File: config.mk
export PLATFORM = sky130hd
export DESIGN_NAME = evt_timer
export DESIGN_NICKNAME = d
export VERILOG_FILES = /design/src/rtl/evt_tmr_pkg.sv /design/src/rtl/evt_tmr_regs.sv /design/src/rtl/evt_tmr_count.sv /design/src/rtl/evt_tmr_irq.sv /design/src/rtl/evt_timer.sv
export SDC_FILE = /design/constraint.sdc
export NUM_CORES = 1
export LEC_CHECK = 0
export BUFFER_PORTS_ARGS = -buffer_cell sky130_fd_sc_hd__buf_2
export CAP_MARGIN = 5
export CORE_MARGIN = 3
export CORE_UTILIZATION = 46
export DETAILED_ROUTE_END_ITERATION = 8
export PLACE_DENSITY = 0.74
export SYNTH_ARGS = -nofsm -noshare
export SYNTH_HDL_FRONTEND = slang
export SYNTH_SLANG_ARGS = --single-unit
File: constraint.sdc
create_clock -name clk -period 5.6 [get_ports clk]
set_input_delay 0 -clock clk [delete_from_list [all_inputs] [get_ports clk]]
set_output_delay 0 -clock clk [all_outputs]
set_load 0.005 [all_outputs]
File: src/rtl/evt_tmr_pkg.sv
package evt_tmr_pkg;
  localparam int BIT_EN  = 0;
  localparam int BIT_IE  = 1;
  localparam int BIT_CLR = 4;

  typedef struct packed {
    logic ie;
    logic en;
  } tmr_ctrl_t;
endpackage

File: src/rtl/evt_tmr_regs.sv
module evt_tmr_regs
  import evt_tmr_pkg::*;
#(
  parameter int ADDR_W = 8,
  parameter int DATA_W = 32,
  parameter int CNT_W  = 32,
  parameter logic [ADDR_W-1:0] CTRL_OFS = 'h40,
  parameter logic [ADDR_W-1:0] VAL_OFS  = 'h44
) (
  input  logic              clk,
  input  logic              rst,
  input  logic              bus_wr,
  input  logic              bus_rd,
  input  logic [ADDR_W-1:0] bus_addr,
  input  logic [DATA_W-1:0] bus_wdata,
  input  logic [CNT_W-1:0]  count,
  output tmr_ctrl_t         ctrl_q,
  output tmr_ctrl_t         ctrl_d,
  output logic              load,
  output logic [CNT_W-1:0]  load_val,
  output logic              clr_req,
  output logic [DATA_W-1:0] bus_rdata
);
  localparam int CTRL_BITS = $bits(tmr_ctrl_t);

  logic              hit_ctrl, hit_val;
  logic [DATA_W-1:0] rd_mux;

  assign hit_ctrl = (bus_addr == CTRL_OFS);
  assign hit_val  = (bus_addr == VAL_OFS);

  always_comb begin
    ctrl_d = ctrl_q;
    if (bus_wr && hit_ctrl) begin
      ctrl_d.en = bus_wdata[BIT_EN];
      ctrl_d.ie = bus_wdata[BIT_IE];
    end
  end

  assign load     = bus_wr && hit_val && ctrl_q.en;
  assign load_val = bus_wdata[CNT_W-1:0];
  assign clr_req  = bus_wr && hit_ctrl && bus_wdata[BIT_CLR] && ctrl_q.en;

  always_comb begin
    rd_mux = '0;
    if (hit_ctrl)     rd_mux[CTRL_BITS-1:0] = ctrl_q;
    else if (hit_val) rd_mux[CNT_W-1:0]     = count;
  end

  always_ff @(posedge clk) begin
    if (rst) begin
      ctrl_q    <= '0;
      bus_rdata <= '0;
    end else begin
      ctrl_q <= ctrl_d;
      if (bus_rd) bus_rdata <= rd_mux;
    end
  end

  a_r2_clr_reads_zero: assert property (@(posedge clk) disable iff (rst)
    (bus_rd && hit_ctrl) |=> (bus_rdata[BIT_CLR] == 1'b0));
  a_r9_rdata_hold: assert property (@(posedge clk) disable iff (rst)
    !bus_rd |=> $stable(bus_rdata));
endmodule

File: src/rtl/evt_tmr_count.sv
module evt_tmr_count #(
  parameter int CNT_W = 32
) (
  input  logic             clk,
  input  logic             rst,
  input  logic             en,
  input  logic             load,
  input  logic [CNT_W-1:0] load_val,
  output logic [CNT_W-1:0] count,
  output logic             running,
  output logic             expire
);
  logic at_zero;

  assign at_zero = (count == '0);
  assign expire  = en && running && at_zero;

  always_ff @(posedge clk) begin
    if (rst) begin
      count   <= '0;
      running <= 1'b0;
    end else if (load) begin
      count   <= load_val;
      running <= 1'b1;
    end else if (en && running) begin
      if (at_zero) running <= 1'b0;
      else         count   <= count - 1'b1;
    end
  end

  a_r4_frozen_when_off: assert property (@(posedge clk) disable iff (rst)
    !en |=> ($stable(count) && $stable(running)));
  a_r5_no_wrap: assert property (@(posedge clk) disable iff (rst)
    (count == '0 && !load) |=> (count == '0));
  a_r5_stop_after_expire: assert property (@(posedge clk) disable iff (rst)
    (expire && !load) |=> !running);
endmodule

File: src/rtl/evt_tmr_irq.sv
module evt_tmr_irq (
  input  logic clk,
  input  logic rst,
  input  logic en,
  input  logic expire,
  input  logic clr_req,
  input  logic ie_d,
  output logic pend,
  output logic irq_o
);
  logic pend_d;

  always_comb begin
    pend_d = pend;
    if (expire)       pend_d = 1'b1;
    else if (clr_req) pend_d = 1'b0;
  end

  always_ff @(posedge clk) begin
    if (rst) begin
      pend  <= 1'b0;
      irq_o <= 1'b0;
    end else begin
      pend  <= pend_d;
      irq_o <= pend_d && ie_d;
    end
  end

  a_r6_irq_needs_pend: assert property (@(posedge clk) disable iff (rst)
    irq_o |-> pend);
  a_r7_gated_clear: assert property (@(posedge clk) disable iff (rst)
    (!en && pend) |=> pend);
  a_r7_expire_wins: assert property (@(posedge clk) disable iff (rst)
    expire |=> pend);
endmodule

File: src/rtl/evt_timer.sv
module evt_timer
  import evt_tmr_pkg::*;
#(
  parameter int ADDR_W = 8,
  parameter int DATA_W = 32,
  parameter int CNT_W  = 32,
  parameter logic [ADDR_W-1:0] CTRL_OFS = 'h40,
  parameter logic [ADDR_W-1:0] VAL_OFS  = 'h44
) (
  input  logic              clk,
  input  logic              rst,
  input  logic              bus_wr,
  input  logic              bus_rd,
  input  logic [ADDR_W-1:0] bus_addr,
  input  logic [DATA_W-1:0] bus_wdata,
  output logic [DATA_W-1:0] bus_rdata,
  output logic              irq_o
);
  tmr_ctrl_t        ctrl_q, ctrl_d;
  logic             load, clr_req, running, expire, pend;
  logic [CNT_W-1:0] load_val, count;

  evt_tmr_regs #(
    .ADDR_W(ADDR_W), .DATA_W(DATA_W), .CNT_W(CNT_W),
    .CTRL_OFS(CTRL_OFS), .VAL_OFS(VAL_OFS)
  ) u_regs (
    .clk(clk), .rst(rst), .bus_wr(bus_wr), .bus_rd(bus_rd),
    .bus_addr(bus_addr), .bus_wdata(bus_wdata), .count(count),
    .ctrl_q(ctrl_q), .ctrl_d(ctrl_d), .load(load), .load_val(load_val),
    .clr_req(clr_req), .bus_rdata(bus_rdata)
  );

  evt_tmr_count #(.CNT_W(CNT_W)) u_count (
    .clk(clk), .rst(rst), .en(ctrl_q.en), .load(load), .load_val(load_val),
    .count(count), .running(running), .expire(expire)
  );

  evt_tmr_irq u_irq (
    .clk(clk), .rst(rst), .en(ctrl_q.en), .expire(expire),
    .clr_req(clr_req), .ie_d(ctrl_d.ie), .pend(pend), .irq_o(irq_o)
  );

  a_r3_load_only_enabled: assert property (@(posedge clk) disable iff (rst)
    (bus_wr && bus_addr == VAL_OFS && !ctrl_q.en) |=>
      ($stable(count) && $stable(running)));
  a_r8_unmapped_write: assert property (@(posedge clk) disable iff (rst)
    (bus_wr && bus_addr != CTRL_OFS) |=> $stable(ctrl_q));
endmodule

==> impl_metrics.toml <==
[routing]
wl_per_cell_um = 14.2
drc = 0
viasPerCell = 5.29
drtPass1Iterations = 4
drt_iter0_drc = 197
vias = 3124
drt_wl_total_mm = 8.42
drtAntennaViolNets = 0

[finish]
fin_cells = 591
fin_nets = 535
drive_above_1_share_pct = 21.6
antenna_cells = 0
nFillCells = 646
syn_to_final_growth_pct = 27.2

[critical_path]
endpoint_kind = "flop"
required_ns = 5.85
worstSetupStartpointType = "flop"
worstPathArrival_ns = 2.77
crit_type = "reg2reg"
crit_fanout = 9

[sta]
fin_skew_ns = 0.00704
holdWs_ns = 0.0211
slew_headroom_pct = 21.8
rsz0062_at_grt = "no"
slew_violations = 0
layout_min_cycle_time_ns = 2.52
setup_viol = 0
period_share_pct = 44.9
hold_viol = 0
tns_ns = 0
tightestPinTransition_ns = 1.17
fmax_ghz = 0.397

[floorplanning]
start_util_pct = 48.5
pin_count = 77
die_area_um2 = 8340
fp.dieH_um = 91.3
die_w_um = 91.3
row_count = 30
core_area_um2 = 6910

[logic_synthesis]
syn_inst = 394
synth_top_cell_by_area = "dfxtp_1"
ys_types = 41
syn_avg_cell_area_um2 = 8.49
yosys_register_bits = 69
synth_edf_count = 0
netlist.area_leader.share_pct = 41.3
ys_seq_area_share_pct = 41.3
synth-async-reset-ratio_pct = 0
yosysWarnings = 0
netlist_area_um2 = 3350
syn_nets = 439
synth_area_leaders = "dfxtp_1 (41%), nor2_1 (8.6%), a211oi_1 (6.1%)"
synth-main-ff-cell = "dfxtp_1"

[clocking]
cts_tree = "built"
clkSinkCount = 69
clk_latency_ns = 0.34
cts.clk_slew.worst_paths_ns = 0.07
ctsResizeCount = 0
cts-buffers-inserted = 9
htree_levels = 3
clockBufferDepth = 2
clockRootBuffer = "clkbuf_8"

[power]
sw_frac_of_total_pct = 22.5
internal_power_uw = 700
leakage_nw = 1.74
clockPowerShare_pct = 40.4
ir_drop_mv = 0.138
p_comb_share_pct = 5.3
pwr_density_cell_nw_per_um2 = 212
power.total_uw = 903
switchingPower_uw = 203
seq_power_share_pct = 54.3

[grt]
gr-total-overflow = 0
grt_antenna_before_repair = 0
grt_pass1_wl_mm = 14.3
grt_max_degree = 71
grt_use_total_pct = 20.9
grt_pass1_vias = 3064

[run_status]
status = "complete, no violations"

[placed_design]
place.gp.congestion = 0.892
port_buffers = 76
hpwl_mm = 5.53
dp_cells = 544

[run]
cap_violations = 0

[hold_path]
hold_class = "in2reg"
[kinds of logic after synthesis]
logic type	Yosys count	share of synthesized area, %
flip-flops	69	41.3
buffers and inverters	27	3.14
AND/OR/NAND/NOR	191	31.6
adder cells (fa/ha/maj)	1	0.374
multiplexers	4	1.20
AO/OA/AOI/OAI	74	15.1
XOR/XNOR	28	7.33
[cells in the final DEF (no fill, tap or decap), drive strengths merged, types with 5 or more instances in the layout]
| master | count |
|---|---|
| a211oi | 29 |
| a21oi | 35 |
| buf | 78 |
| clkbuf | 12 |
| dfxtp | 69 |
| dlygate4sd3 | 31 |
| nand2 | 16 |
| nand2b | 5 |
| nand3 | 8 |
| nand4 | 7 |
| nor2 | 77 |
| nor2b | 32 |
| nor3 | 12 |
| nor4 | 20 |
| xnor2 | 23 |
| xor2 | 5 |
[Yosys cell counts, drive strengths merged, types with 3 or more instances]
cell and count:
nand2 16, a31oi 3, clkbuf 21, mux2i 4
a21oi 35, xor2 5, buf 3, nand2b 5
and2 3, a211oi 29, inv 3, nor2 77
nor2b 32, nand3 8, dfxtp 69, nand4 7
xnor2 23, nor3 12, nor4 20
[state kept, by name, indices dropped and copies added, names as in the netlist]
| register | flops |
|---|---|
| u_count.count | 32 |
| u_regs.bus_rdata | 32 |
| u_regs.ctrl_q | 2 |
| u_count.running | 1 |
| u_irq.irq_o | 1 |
| u_irq.pend | 1 |
[path summary, 6_finish.rpt]
kind                          from           endpoint  slack [ns]  depth (start not counted)
setup / recovery  u_count.count[0]   u_count.count[4]        3.08                          8
hold / removal       bus_wdata[16]  u_count.count[16]        0.02                          3
setup reg to reg  u_count.count[0]   u_count.count[4]        3.08                          8
hold reg to reg    u_count.running    u_count.running        0.48                          2
[stage by stage]
stage / setup slack (ns) / util, % / instance area (um^2)
after CTS: 3.06 / 61.6 / 4260
final: 3.08 / 61.6 / 4260
after floorplan: 3.45 / - / 3350
after global placement: 3.22 / 54.6 / 3770
after global routing: 2.88 / 61.6 / 4260
after detailed placement: 3.11 / 54.6 / 3770
[area by class of cell]
class                      instances  area (um^2)  share of cell area (%)
multi-input combinational        298         1860                    43.7
sequential                        69         1380                    32.5
timing repair buffer             109          706                    16.6
clock buffer                      12          155                    3.64
tap                               96          120                    2.82
clock inverter                     4         22.5                   0.529
inverter                           3         11.3                   0.265
[critical path, stage by stage, from the launching register on]
cell and delay [ns]:
dfxtp_1 0.36, inv_1 0.08, ha_1 0.23, nor4b_4 0.32
nand2_2 0.23, o41ai_4 0.67, nor4b_1 0.15, xnor2_1 0.16
a211oi_1 0.24
[power groups by stage]
stage / clock network [mW] / logic, mW / registers [mW]
floorplan: 0 / 0.0116 / 0.502
detailed placement: 0 / 0.0306 / 0.502
global placement: 0 / 0.0306 / 0.502
finish: 0.365 / 0.0480 / 0.490
CTS: 0.370 / 0.0471 / 0.490
global route: 0.394 / 0.0522 / 0.490
[routing by layer]
metal,track usage (%),wire [um],vias up,part of all wire [%]
met5,0,0,-,0
met4,4.90,70,0,0.83
met2,35.3,4080,72,48
met1,27.0,3850,1467,46
li1,-,-,1580,-
met3,5.14,418,5,5.0
[what timing repair did]
action | in CTS | in global routing
endpoints found under the hold margin | 32 | 0
setup buffers | 0 | 0
hold buffers | 31 | 0
Note: power is estimated with default switching activity, not from simulation.
